--- src/rtl/galpat_pkg.sv ---
package galpat_pkg;

    // Sequencer phase: which word the current cycle reads
    typedef enum logic [1:0] {
        PH_IDLE       = 2'd0,
        PH_BASE_FIRST = 2'd1,
        PH_OTHER      = 2'd2,
        PH_BASE_BACK  = 2'd3
    } phase_e;

    // Tag travelling alongside a read into the compare stage
    typedef struct packed {
        logic valid;
        logic last;
    } rd_tag_t;

    // Reads in one complete pass over n words
    function automatic longint pass_reads(input longint n);
        return n * n;
    endfunction

    // Cycles from the start edge to the done pulse
    function automatic longint pass_cycles(input longint n);
        return n * n + 2;
    endfunction

endpackage

--- src/rtl/galpat_addr_gen.sv ---
module galpat_addr_gen
    import galpat_pkg::*;
#(
    parameter int N_WORDS = 1024,
    parameter int ADDR_W  = 10
) (
    input  logic              clk,
    input  logic              rst,
    input  logic              launch,
    output logic              rd_en,
    output logic [ADDR_W-1:0] rd_addr,
    output logic              last_rd,
    output logic              active
);

    localparam logic [ADDR_W-1:0] TOP = ADDR_W'(N_WORDS - 1);

    phase_e            phase;
    logic [ADDR_W-1:0] base;
    logic [ADDR_W-1:0] other;

    always_ff @(posedge clk) begin
        if (rst) begin
            phase <= PH_IDLE;
            base  <= '0;
            other <= '0;
        end else begin
            unique case (phase)
                PH_IDLE: begin
                    if (launch) begin
                        base  <= '0;
                        other <= '0;
                        phase <= PH_BASE_FIRST;
                    end
                end
                PH_BASE_FIRST: begin
                    if (base == TOP) begin
                        phase <= PH_IDLE;
                    end else begin
                        other <= base + 1'b1;
                        phase <= PH_OTHER;
                    end
                end
                PH_OTHER: begin
                    phase <= PH_BASE_BACK;
                end
                PH_BASE_BACK: begin
                    if (other == TOP) begin
                        base  <= base + 1'b1;
                        phase <= PH_BASE_FIRST;
                    end else begin
                        other <= other + 1'b1;
                        phase <= PH_OTHER;
                    end
                end
                default: phase <= PH_IDLE;
            endcase
        end
    end

    always_comb begin
        active  = (phase != PH_IDLE);
        rd_en   = active;
        rd_addr = (phase == PH_OTHER) ? other : base;
        last_rd = (phase == PH_BASE_FIRST) && (base == TOP);
    end

    AST_PARTNER_ABOVE_BASE: assert property (@(posedge clk) disable iff (rst)
        (phase == PH_OTHER) |-> (other > base));

    AST_RETURN_TO_BASE: assert property (@(posedge clk) disable iff (rst)
        (rd_en && phase == PH_OTHER) |=> (rd_en && rd_addr == $past(base)));

    AST_BASE_RISES: assert property (@(posedge clk) disable iff (rst)
        (active && $past(active)) |-> (base >= $past(base)));

    AST_ADDR_RANGE: assert property (@(posedge clk) disable iff (rst)
        rd_en |-> (rd_addr <= TOP));

endmodule

--- src/rtl/galpat_read_cnt.sv ---
module galpat_read_cnt
    import galpat_pkg::*;
#(
    parameter int N_WORDS = 1024,
    parameter int CNT_W   = 21
) (
    input  logic             clk,
    input  logic             rst,
    input  logic             clear,
    input  logic             inc,
    output logic [CNT_W-1:0] count
);

    localparam logic [CNT_W-1:0] LIMIT = CNT_W'(pass_reads(N_WORDS));

    always_ff @(posedge clk) begin
        if (rst || clear) begin
            count <= '0;
        end else if (inc) begin
            count <= count + 1'b1;
        end
    end

    AST_COUNT_BOUND: assert property (@(posedge clk) disable iff (rst)
        count <= LIMIT);

    AST_COUNT_STEP: assert property (@(posedge clk) disable iff (rst)
        (inc && !clear) |=> (count != '0));

endmodule

--- src/rtl/galpat_compare.sv ---
module galpat_compare
    import galpat_pkg::*;
#(
    parameter int ADDR_W = 10,
    parameter int DATA_W = 8
) (
    input  logic              clk,
    input  logic              rst,
    input  logic              launch,
    input  logic              rd_en,
    input  logic [ADDR_W-1:0] rd_addr,
    input  logic              last_rd,
    input  logic [DATA_W-1:0] rd_data,
    input  logic [DATA_W-1:0] exp_data,
    output logic              pending,
    output logic              done,
    output logic              fail,
    output logic [ADDR_W-1:0] fail_addr,
    output logic [DATA_W-1:0] fail_data
);

    rd_tag_t           tag_q;
    logic [ADDR_W-1:0] addr_q;
    logic              mismatch;

    always_ff @(posedge clk) begin
        if (rst) begin
            tag_q  <= '0;
            addr_q <= '0;
            done   <= 1'b0;
        end else begin
            tag_q.valid <= rd_en;
            tag_q.last  <= rd_en && last_rd;
            addr_q      <= rd_addr;
            done        <= tag_q.valid && tag_q.last;
        end
    end

    always_comb begin
        mismatch = tag_q.valid && (rd_data != exp_data);
        pending  = tag_q.valid;
    end

    always_ff @(posedge clk) begin
        if (rst || launch) begin
            fail      <= 1'b0;
            fail_addr <= '0;
            fail_data <= '0;
        end else if (mismatch && !fail) begin
            fail      <= 1'b1;
            fail_addr <= addr_q;
            fail_data <= rd_data;
        end
    end

    AST_DONE_ONE_CYCLE: assert property (@(posedge clk) disable iff (rst)
        done |=> !done);

    AST_MISMATCH_FLAGS: assert property (@(posedge clk) disable iff (rst)
        (tag_q.valid && rd_data != exp_data && !launch) |=> fail);

    AST_FAIL_STICKY: assert property (@(posedge clk) disable iff (rst)
        (fail && !launch) |=> fail);

    AST_FIRST_ADDR_HELD: assert property (@(posedge clk) disable iff (rst)
        (fail && !launch) |=> ($stable(fail_addr) && $stable(fail_data)));

endmodule

--- src/rtl/galpat_seq.sv ---
module galpat_seq
    import galpat_pkg::*;
#(
    parameter int N_WORDS = 1024,
    parameter int DATA_W  = 8,
    localparam int ADDR_W = (N_WORDS > 1) ? $clog2(N_WORDS) : 1,
    localparam int CNT_W  = $clog2(N_WORDS * N_WORDS + 1)
) (
    input  logic              clk,
    input  logic              rst,
    input  logic              start,
    output logic              rd_en,
    output logic [ADDR_W-1:0] rd_addr,
    input  logic [DATA_W-1:0] rd_data,
    input  logic [DATA_W-1:0] exp_data,
    output logic              busy,
    output logic              done,
    output logic              fail,
    output logic [ADDR_W-1:0] fail_addr,
    output logic [DATA_W-1:0] fail_data,
    output logic [CNT_W-1:0]  read_count
);

    logic launch;
    logic active;
    logic pending;
    logic last_rd;

    always_comb begin
        busy   = active || pending;
        launch = start && !busy;
    end

    galpat_addr_gen #(
        .N_WORDS (N_WORDS),
        .ADDR_W  (ADDR_W)
    ) u_addr (
        .clk     (clk),
        .rst     (rst),
        .launch  (launch),
        .rd_en   (rd_en),
        .rd_addr (rd_addr),
        .last_rd (last_rd),
        .active  (active)
    );

    galpat_read_cnt #(
        .N_WORDS (N_WORDS),
        .CNT_W   (CNT_W)
    ) u_cnt (
        .clk   (clk),
        .rst   (rst),
        .clear (launch),
        .inc   (rd_en),
        .count (read_count)
    );

    galpat_compare #(
        .ADDR_W (ADDR_W),
        .DATA_W (DATA_W)
    ) u_cmp (
        .clk       (clk),
        .rst       (rst),
        .launch    (launch),
        .rd_en     (rd_en),
        .rd_addr   (rd_addr),
        .last_rd   (last_rd),
        .rd_data   (rd_data),
        .exp_data  (exp_data),
        .pending   (pending),
        .done      (done),
        .fail      (fail),
        .fail_addr (fail_addr),
        .fail_data (fail_data)
    );

    AST_START_IGNORED_BUSY: assert property (@(posedge clk) disable iff (rst)
        (start && busy) |=> (read_count >= $past(read_count)));

    AST_LAUNCH_READS_ZERO: assert property (@(posedge clk) disable iff (rst)
        launch |=> (rd_en && rd_addr == '0 && busy));

    AST_IDLE_AT_DONE: assert property (@(posedge clk) disable iff (rst)
        done |-> !busy);

endmodule

--- config.mk ---
export PLATFORM = sky130hd
export DESIGN_NAME = galpat_seq
export DESIGN_NICKNAME = d
export VERILOG_FILES = /design/src/rtl/galpat_pkg.sv /design/src/rtl/galpat_addr_gen.sv /design/src/rtl/galpat_read_cnt.sv /design/src/rtl/galpat_compare.sv /design/src/rtl/galpat_seq.sv
export SDC_FILE = /design/constraint.sdc
export NUM_CORES = 1
export LEC_CHECK = 0
export ABC_AREA = 1
export BUFFER_PORTS_ARGS = -buffer_cell sky130_fd_sc_hd__buf_2
export CORE_MARGIN = 2
export CORE_UTILIZATION = 50
export DETAILED_ROUTE_END_ITERATION = 16
export PLACE_DENSITY = 0.77
export SLEW_MARGIN = 20
export SYNTH_ARGS = -nofsm -noshare
export SYNTH_HDL_FRONTEND = slang
export SYNTH_HIERARCHICAL = 1
export SYNTH_SLANG_ARGS = --single-unit
--- constraint.sdc ---
create_clock -name clk -period 1.42 [get_ports clk]
set_input_delay 0.355 -clock clk [delete_from_list [all_inputs] [get_ports clk]]
set_output_delay 0.355 -clock clk [all_outputs]
set_load 0.02 [all_outputs]
Word-level counts from Yosys, hierarchy flattened

Index checks and enable logic that the tools add are counted.

Bits in registers: 75
Bits of input ports: 19

Add/sub/neg operators: 3
Equal/unequal tests: 10
Mux-type cells: 11
Reduce and logical (&&, ||, !) cells: 16

Operators with widths:

| cell                                                                     | count |
|---|---|
| 10-bit two-way mux                                                       | 5 |
| 10-bit case mux with 3 select lines                                      | 1 |
| 21-bit by 1-bit adder with 21-bit output (second input constant)         | 1 |
| 10-bit by 1-bit adder with 10-bit output (second input constant)         | 2 |
| 10-bit equality test (second input constant)                             | 2 |
| 10-bit case mux with 2 select lines                                      | 1 |
| 8-bit inequality test                                                    | 1 |
| 2-bit case mux with 4 select lines                                       | 1 |
| 1-bit logical AND                                                        | 6 |
| 2-bit two-way mux                                                        | 3 |
| 2-bit equality test (second input constant)                              | 2 |
| 2-bit by 1-bit inequality test with 1-bit output (second input constant) | 2 |
| 2-bit inequality test (second input constant)                            | 2 |
| 4-bit AND reduction                                                      | 1 |
| 2-bit nonzero test                                                       | 2 |
| 3-bit AND reduction                                                      | 1 |
| 3-bit nonzero test                                                       | 1 |
| 2-bit by 1-bit equality test with 1-bit output (second input constant)   | 1 |
| 1-bit logical NOT                                                        | 2 |
| 2-bit logical NOT                                                        | 1 |
| 1-bit logical OR                                                         | 2 |

Depth between registers and ports, before layout

Gate-level depths: netlist of run 1.

Depth after elaboration: 6
Depth in mapped cells: 11
Gate-level depth less buffers: 11

Modules after synthesis

Netlist of run 1, hierarchy kept.

By module, submodules not included:

| module          | instances | cells an instance | area an instance (µm²) | sequential area each (µm²) |
|---|---|---|---|---|
| galpat_addr_gen | 1         | 238               | 1502.7                 | 440.4 |
| galpat_compare  | 1         | 189               | 1340.0                 | 640.6 |
| galpat_read_cnt | 1         | 156               | 1087.3                 | 420.4 |
| galpat_seq      | 1         | 5                 | 23.8                   | 0.0 |

Least setup slack after synthesis of run 1

OpenSTA, ideal clock, no wires.

Path type: register -> output
Start point: reg u_addr.phase[1]
End point: out rd_addr[0]
Data arrival time: 1323 ps
Required time: 1065 ps
Slack: -258 ps
Cell stages (with the launch flop): 6
Buffers on the path: 2
Cells stage by stage: dfxtp_1 > inv_1 > nor2_1 > buf_2 > buf_2 > o21ai_0

Cells in the longest elaborated chain, start to end: 2

Ends and longest elaborated chain:

| item                   | line                  | RTL |
|---|---|---|
| from (decl)            | galpat_addr_gen.sv:18 | `phase_e phase;` |
| from (signal assigned) | galpat_addr_gen.sv:24 | `phase <= PH_IDLE;` |
| from (signal assigned) | galpat_addr_gen.sv:33 | `phase <= PH_BASE_FIRST;` |
| from (signal assigned) | galpat_addr_gen.sv:38 | `phase <= PH_IDLE;` |
| 2-bit equality test    | galpat_addr_gen.sv:64 | `rd_addr = (phase == PH_OTHER) ? other : base;` |
| 10-bit two-way mux     | galpat_addr_gen.sv:64 |  |
| to (decl)              | galpat_seq.sv:13      | `output logic [ADDR_W-1:0] rd_addr,` |

Every way passes these cells.

Worst setup path in the final report of run 1

Start point: reg u_addr.phase[1]
End point: out rd_addr[1]

The elaborated chain is that of the path after synthesis.

==> results.toml, run 1 <==
[sta]
hold_violations = 0
clock_skew_ns = 0.0126
timing.final.ws_setup_ns = -0.385
slew_viol_final = 0
setup_tns_ns = -11.37
rsz0062_at_grt = "true"
slew_headroom = 0.748
fin_crit_ns = 1.80
worst_slew_pin_slew_ns = 0.377
post-route-period-util = 1.27
max_freq_ghz = 0.554
finalSetupViolations = 53

[grt]
grt_pass1_wl_mm = 18.6
first_global_vias = 4127
overflow = 0
grt_max_degree = 38
grt_usage = 0.266
antenna_found_initial = 0

[placement]
hpwlAfterDp_mm = 7.30
dp.cells = 799
gp_congestion = 0.897
port_buffers = 71

[clocking]
htree_levels = 3
numCtsBuffers = 9
path_clk_slew_ns = 0.08
cts_tree = "yes"
ctsHoldBuffers = 0
ctsLongestPathBuffers = 2
root_buffer = "clkbuf_8"
cts_sinks = 75
clk_latency_ns = 0.36

[logic_synthesis]
yosysTopAreaCell = "dfxtp_1"
synth_area_leaders = "dfxtp_1 (38%), nand2_1 (13%), nor2_1 (8.0%)"
ys_types = 37
synth_seq_cells = 75
synth_top_flop_cell = "dfxtp_1"
syn_area_per_cell_sq_um = 6.72
synthArstFlopShare = 0
syn-num-nets = 610
syn_inst = 588
ys_seq_area_frac = 0.380
synth_edf_count = 0
synth_top_area_frac = 0.380
netlist_area_sq_um = 3950
yosys_warnings = 6

[power]
ir_drop_mv = 0.638
pwr-share-clk = 0.225
comb_power_share = 0.443
pwr_density_cell_nw_per_um2 = 1260
internal_power_mw = 4.60
p_leak_nw = 2.62
p_switching_mw = 2.79
p_total_mw = 7.39
seqPwrFrac = 0.331
switching_share = 0.378

[critical_path]
crit_fanout = 8
crit_path_end_kind = "primary output"
path_class = "reg -> out"
worstPathArrival_ns = 1.45
required_ns = 1.07
start_kind = "flop"

[drt]
vias = 4687
wirelength_mm = 13.3
drt.antenna.violating_nets = 0
drt-initial-drc-count = 438
via_per_inst = 5.51
drc = 0
first_pass_iters = 5
wl_per_cell_um = 15.6

[final_layout]
antennaDiodeCount = 0
finalNetCount = 765
area_delta_synth_final_pct = 47.9
fin_cells = 850
drive_gt1_frac = 0.389

[die]
placementRows = 32
die_area_sq_um = 8640
ios = 72
dieHeight_um = 92.9
start_util = 0.514
core_area_sq_um = 7690
die_x_um = 92.9

[status]
status = "complete, but fails checks"
violations = "setup timing"

[run]
drv_cap = 0

[hold_path]
hold_path_class = "in -> reg"
flip-flops by register name, indices dropped and copies added (netlist names):
signal / flops
u_cmp/fail_addr: 10
u_cmp/fail: 1
u_cmp/tag_q: 1
u_cmp/pending: 1
u_addr/base: 10
u_cmp/addr_q: 10
u_cnt/count: 21
u_cmp/fail_data: 8
u_cmp/done: 1
u_addr/other: 10
u_addr/phase: 2
stage by stage:
stage | cell area (sq um) | hold WS (ns) | setup WS (ns) | util
after detailed placement | 4880 | 0.409 | -0.317 | 0.634
after floorplan | 4040 | 0.403 | -0.0576 | -
final | 5850 | 0.343 | -0.385 | 0.761
after CTS | 5580 | 0.343 | -0.369 | 0.725
after global placement | 4880 | 0.409 | -0.250 | 0.634
after global routing | 5850 | 0.360 | -0.423 | 0.761
power groups by stage:
stage	registers, mW	clock network [mW]	logic (mW)
2_1_floorplan	2.60	0	1.30
3_3_place_gp	2.46	0	2.23
3_5_place_dp	2.48	0	2.27
4_1_cts	2.44	1.67	2.89
5_1_grt	2.47	1.77	3.46
6_report	2.45	1.67	3.28
final timing paths:
path | start | end | slack, ns | cells past startpoint
setup / recovery | u_addr/phase[1]$_SDFFE_PP0P_ | rd_addr[1] | -0.38 | 5
hold / removal | rd_data[6] | u_cmp/fail_data[6]$_SDFFE_PP0P_ | 0.34 | 5
setup reg to reg | u_addr/phase[1]$_SDFFE_PP0P_ | u_addr/other[1]$_SDFFE_PP0P_ | -0.32 | 13
hold reg to reg | u_cmp/tag_q[0]$_SDFF_PP0_ | u_cmp/done$_SDFF_PP0_ | 0.42 | 2
worst max-delay path, cell delays in order (launching register included):
cell and delay [ns]:
dfxtp_2 0.34, inv_2 0.05, nor2_4 0.11, buf_12 0.14, mux2_4 0.31, buf_6 0.13
layout make-up:
class	count	area (sq um)
sequential	75	1510
timing repair buffer	159	1250
inverter	83	317
clock buffer	10	128
fill	518	1840
multi-input combinational	415	2440
clock inverter	6	66.3
tap	102	128
what timing repair did:
item / CTS / global route
endpoints found under the hold margin: 0 / 0
gates cloned: 3 / 1
resized for setup: 78 / 48
pin swaps: 19 / 14
endpoints found under the setup margin: 74 / 75
setup buffers: 20 / 12
per-layer routing:
layer / routed length [um] / vias up / GRT usage / share of wire
li1: - / 2171 / - / -
met1: 5280 / 2126 / 0.324 / 0.40
met2: 6180 / 302 / 0.450 / 0.47
met3: 1170 / 88 / 0.0635 / 0.088
met4: 641 / 0 / 0.110 / 0.048
met5: 0 / - / 0 / 0
synthesized netlist by cell type (2+ instances only):
library cell  number
nor2_4             6
dfxtp_1           75
clkbuf_1           2
buf_6              2
xnor2_1            4
o21ai_0           19
buf_2             10
nand4_1            8
buf_4              2
nand2_2            7
nor2_2             9
a21oi_1           55
xor2_1             5
nand2_4            3
nand3_4            2
nand3_2            4
nand2_1          134
nand3_1           54
nor2_1            84
inv_1             79
ha_1               3
nor3_1             3
inv_2              4
cell usage in the layout, fill, tap and decap left out, drive strengths merged:
| cell type | Yosys | layout |
|---|---|---|
| o21bai | 1 | 1 |
| bufinv | 0 | 1 |
| nor2 | 100 | 100 |
| mux2 | 1 | 1 |
| nand4 | 9 | 9 |
| dfxtp | 75 | 75 |
| buf | 15 | 158 |
| nand3 | 60 | 61 |
| nand3b | 1 | 1 |
| inv | 83 | 83 |
| clkbuf | 2 | 11 |
| clkinv | 0 | 5 |
| xnor2 | 4 | 4 |
| a22o | 1 | 1 |
| o31ai | 1 | 1 |
| a211oi | 1 | 1 |
| ha | 3 | 3 |
| o22ai | 1 | 1 |
| o21a | 1 | 1 |
| a21oi | 55 | 55 |
| or2 | 1 | 1 |
| xor2 | 5 | 5 |
| o21ai | 21 | 21 |
| nor3 | 3 | 3 |
| nand2 | 144 | 145 |
logic make-up after synthesis:
kind of cell | Yosys count | synth area share
and+or+nand+nor | 318 | 0.376
buffers and inverters | 100 | 0.104
AOI/OAI and AO/OA | 82 | 0.109
DFF | 75 | 0.380
xor gates and xnor gates | 9 | 0.0199
adders and majority gates | 3 | 0.00949
muxes | 1 | 0.00285
Power figures use the tool's default switching activity.
==> run 2, diff against run 1 <==
--- a/config.mk
+++ b/config.mk
@@ -11,2 +11,3 @@
 export CORE_UTILIZATION = 50
+export CTS_CLUSTER_SIZE = 30
 export DETAILED_ROUTE_END_ITERATION = 16
==> constraint.sdc (replaced) <==
create_clock -name clk -period 1.42 [get_ports clk]
set_input_delay 0.071 -clock clk [delete_from_list [all_inputs] [get_ports clk]]
set_output_delay 0.071 -clock clk [all_outputs]
set_load 0.02 [all_outputs]
==> results.toml, run 2 (synthesis gave the netlist of run 1 again) <==
[status]
status = "complete, but fails checks"
violations = "setup timing"

[drt]
drt-initial-drc-count = 539
vias = 4605
drt.antenna.violating_nets = 0
first_pass_iters = 6
drc = 0
wirelength_mm = 12.8
wl_per_cell_um = 15.1
via_per_inst = 5.43

[sta]
slew_headroom = 0.772
rsz0062_at_grt = "true"
hold_violations = 0
fin_crit_ns = 1.66
post-route-period-util = 1.17
max_freq_ghz = 0.604
worst_slew_pin_slew_ns = 0.341
slew_viol_final = 0
timing.final.ws_setup_ns = -0.236
finalSetupViolations = 50
clock_skew_ns = 0.0169

[clocking]
cts_sinks = 75
ctsHoldBuffers = 0
path_clk_slew_ns = 0.09
ctsLongestPathBuffers = 2
root_buffer = "clkbuf_8"
numCtsBuffers = 9
clk_latency_ns = 0.36
cts_tree = "yes"
htree_levels = 3

[power]
p_leak_nw = 2.61
ir_drop_mv = 0.610
pwr_density_cell_nw_per_um2 = 1280
p_total_mw = 7.31

[die]
dieHeight_um = 92.9
die_area_sq_um = 8640
start_util = 0.514
die_x_um = 92.9
core_area_sq_um = 7690
ios = 72
placementRows = 32

[final_layout]
final_cell_mix = "nand2_1 (119), inv_1 (72), buf_4 (71)"
finalInstanceArea_sq_um = 5710
area_delta_synth_final_pct = 44.4
fillers = 545
drive_gt1_frac = 0.379
largest_reg_flops = 21
top_register = "u_cnt/count"
final_common_cell = "nand2_1"
antennaDiodeCount = 0
finalNetCount = 763

[grt]
grt_max_degree = 38
antenna_found_initial = 0
overflow = 0
first_global_vias = 4084
grt_usage = 0.272
grt_pass1_wl_mm = 18.9

[critical_path]
start_kind = "flop"
crit_path_end_kind = "flop"
path_class = "reg -> reg"
worstPathArrival_ns = 1.94
crit_fanout = 6
required_ns = 1.70

[placement]
dpl_cell_area_sq_um = 4770
hpwlAfterDp_mm = 7.31
port_buffers = 71
pre_cts_ws_ns = -0.161
gp_congestion = 0.899

[hold_path]
hold_path_class = "in -> reg"

[run]
drv_cap = 0
[run 2: layer usage]
layer / vias up / part of all wire / GRT usage
li1: 2169 / - / -
met1: 2092 / 0.40 / 0.336
met2: 267 / 0.46 / 0.455
met3: 77 / 0.087 / 0.0708
met4: 0 / 0.046 / 0.100
met5: - / 0 / 0
[run 2: final timing paths]
kind              cells after the start                            to                          from  slack, ns
setup / recovery                     12  u_addr/other[3]$_SDFFE_PP0P_  u_addr/phase[1]$_SDFFE_PP0P_      -0.24
hold / removal                        2    u_cmp/addr_q[9]$_SDFF_PP0_                           rst       0.02
setup reg to reg                     12  u_addr/other[3]$_SDFFE_PP0P_  u_addr/phase[1]$_SDFFE_PP0P_      -0.24
hold reg to reg                       2         u_cmp/done$_SDFF_PP0_     u_cmp/tag_q[0]$_SDFF_PP0_       0.42
[run 2: timing repair]
item | CTS | global route
hold endpoints to repair | 0 | 0
setup endpoints to repair | 55 | 71
setup buffers | 26 | 11
cloned | 3 | 2
resized for setup | 77 | 60
pin swaps | 20 | 14
[run 2: where the power goes]
part           internal, mW  switching [mW]  total (mW)
combinational          1.20            1.73        2.93
sequential             2.31           0.142        2.46
clock                  1.09           0.839        1.93
total                  4.60            2.71        7.31
[run 2: final cells by class]
type	instances	area (sq um)	share of cell area
clock buffer	11	151	0.0265
sequential	75	1520	0.265
inverter	83	329	0.0576
multi-input combinational	415	2370	0.415
clock inverter	5	85.1	0.0149
timing repair inverter	1	8.76	0.00153
tap	102	128	0.0223
timing repair buffer	156	1130	0.197
[run 2: worst max-delay path: stages (launching register included)]
cell and delay, ns:
dfxtp_2 0.34, inv_2 0.09, buf_6 0.11, nand2_4 0.06, inv_4 0.05, nand2_4 0.04, nor2_4 0.11, nor2_4 0.06
nor2_4 0.12, nand2_2 0.09, nor2_4 0.21, nand2_1 0.13, a21oi_2 0.16
[run 2: through the flow]
stage                      util  std cells  setup TNS (ns)  hold WS, ns
after global placement    0.621        794           -1.48        0.341
after CTS                 0.715        839           -1.64       0.0200
after detailed placement  0.621        794           -3.41        0.348
after global routing      0.743        848           -8.62       0.0238
final                     0.743        848           -5.32       0.0237
after floorplan               -        588          -0.845        0.142
==> run 3, diff against run 2 <==
- CORE_UTILIZATION: 50 -> 45
- PLACE_DENSITY: 0.77 -> 0.7
==> results.toml, run 3 (synthesis gave the netlist of run 1 again) <==
[status]
status = "complete, but fails checks"
violations = "setup timing"

[placement]
dpl_cell_area_sq_um = 4820
gp_congestion = 0.916
dp.cells = 806
port_buffers = 71
hpwlAfterDp_mm = 7.36
pre_cts_ws_ns = -0.243

[power]
p_total_mw = 7.90
p_leak_nw = 2.84
pwr_density_cell_nw_per_um2 = 1250
ir_drop_mv = 0.588

[critical_path]
crit_path_end_kind = "primary output"
required_ns = 1.35
worstPathArrival_ns = 1.60
start_kind = "flop"
path_class = "reg -> out"
crit_fanout = 5
r2r_cells = 13

[sta]
slew_viol_final = 0
hold_violations = 0
worst_slew_pin_slew_ns = 0.366
finalSetupViolations = 73
timing.final.ws_setup_ns = -0.253
rsz0062_at_grt = "true"
max_freq_ghz = 0.598
hold_slack_ns = 0.0543
post-route-period-util = 1.18
setup_tns_ns = -9.12
slew_headroom = 0.756
fin_crit_ns = 1.67
clock_skew_ns = 0.0180

[grt]
overflow = 0
grt_usage = 0.248
antenna_found_initial = 0
grt_pass1_wl_mm = 19.5
first_global_vias = 4248
grt_max_degree = 38

[clocking]
root_buffer = "clkbuf_8"
path_clk_slew_ns = 0.08
cts_sinks = 75
ctsLongestPathBuffers = 2
numCtsBuffers = 9
htree_levels = 3
cts_tree = "yes"
clk_latency_ns = 0.37

[final_layout]
area_delta_synth_final_pct = 59.7
top_register = "u_cnt/count"
finalNetCount = 777
final_common_cell = "nand2_1"
fillers = 637
antennaDiodeCount = 0
finalInstanceArea_sq_um = 6310
final_cell_mix = "nand2_1 (98), inv_1 (70), dfxtp_1 (67)"
largest_reg_flops = 21
drive_gt1_frac = 0.453
fin_cells = 867
finalCoreUtilization = 0.731

[run]
drv_cap = 0

[drt]
wl_per_cell_um = 15.6
drt.antenna.violating_nets = 0
via_per_inst = 5.28
drt-initial-drc-count = 347
drc = 0
wirelength_mm = 13.5
first_pass_iters = 6
vias = 4578

[die]
die_area_sq_um = 9550
die_x_um = 97.7
core_area_sq_um = 8640
ios = 72
dieHeight_um = 97.7
placementRows = 34
start_util = 0.458

[hold_path]
hold_depth = 5
hold_path_class = "in -> reg"
-- run 3: what timing repair did --
action / in CTS / in global routing
endpoints found under the hold margin: 1 / 0
setup buffers: 25 / 16
hold buffers: 1 / 0
cloned: 6 / 4
pin swaps: 33 / 51
resized for setup: 104 / 124
setup endpoints to repair: 72 / 76
-- run 3: final cells by class --
class                   instances  area, sq um  share of cell area
multi-input cells             415         2710               0.429
flip-flops and latches         75         1510               0.240
repair buffers                170         1430               0.227
inverters                      83          324              0.0513
clock buffers                  11          141              0.0224
well taps                     108          135              0.0214
clock inverters                 4         51.3             0.00813
repair inverters                1         6.26            0.000991
-- run 3: worst max-delay path, stage by stage (launching register included) --
cell	delay, ns
dfxtp_2	0.34
inv_2	0.05
buf_6	0.11
nor2_4	0.15
buf_12	0.14
mux2_4	0.31
buf_6	0.13
-- run 3: path summary, 6_finish.rpt --
kind | start | end | slack (ns)
max | u_addr/phase[1]$_SDFFE_PP0P_ | rd_addr[1] | -0.25
min | rd_data[4] | u_cmp/fail_data[4]$_SDFFE_PP0P_ | 0.05
max reg2reg | u_addr/phase[1]$_SDFFE_PP0P_ | u_addr/other[0]$_SDFFE_PP0P_ | -0.24
min reg2reg | u_cmp/tag_q[0]$_SDFF_PP0_ | u_cmp/done$_SDFF_PP0_ | 0.43
-- run 3: metal layers --
| layer | GRT usage | up-vias | wire length [um] |
|---|---|---|---|
| li1 | - | 2199 | - |
| met1 | 0.300 | 2154 | 5510 |
| met2 | 0.440 | 193 | 6940 |
| met3 | 0.0444 | 32 | 810 |
| met4 | 0.0929 | 0 | 240 |
| met5 | 0 | - | 0 |
-- run 3: power breakdown --
part           internal, mW  total [mW]  switching (mW)
combinational          1.72        3.78            2.06
clock                 0.851        1.68           0.831
sequential             2.31        2.44           0.129
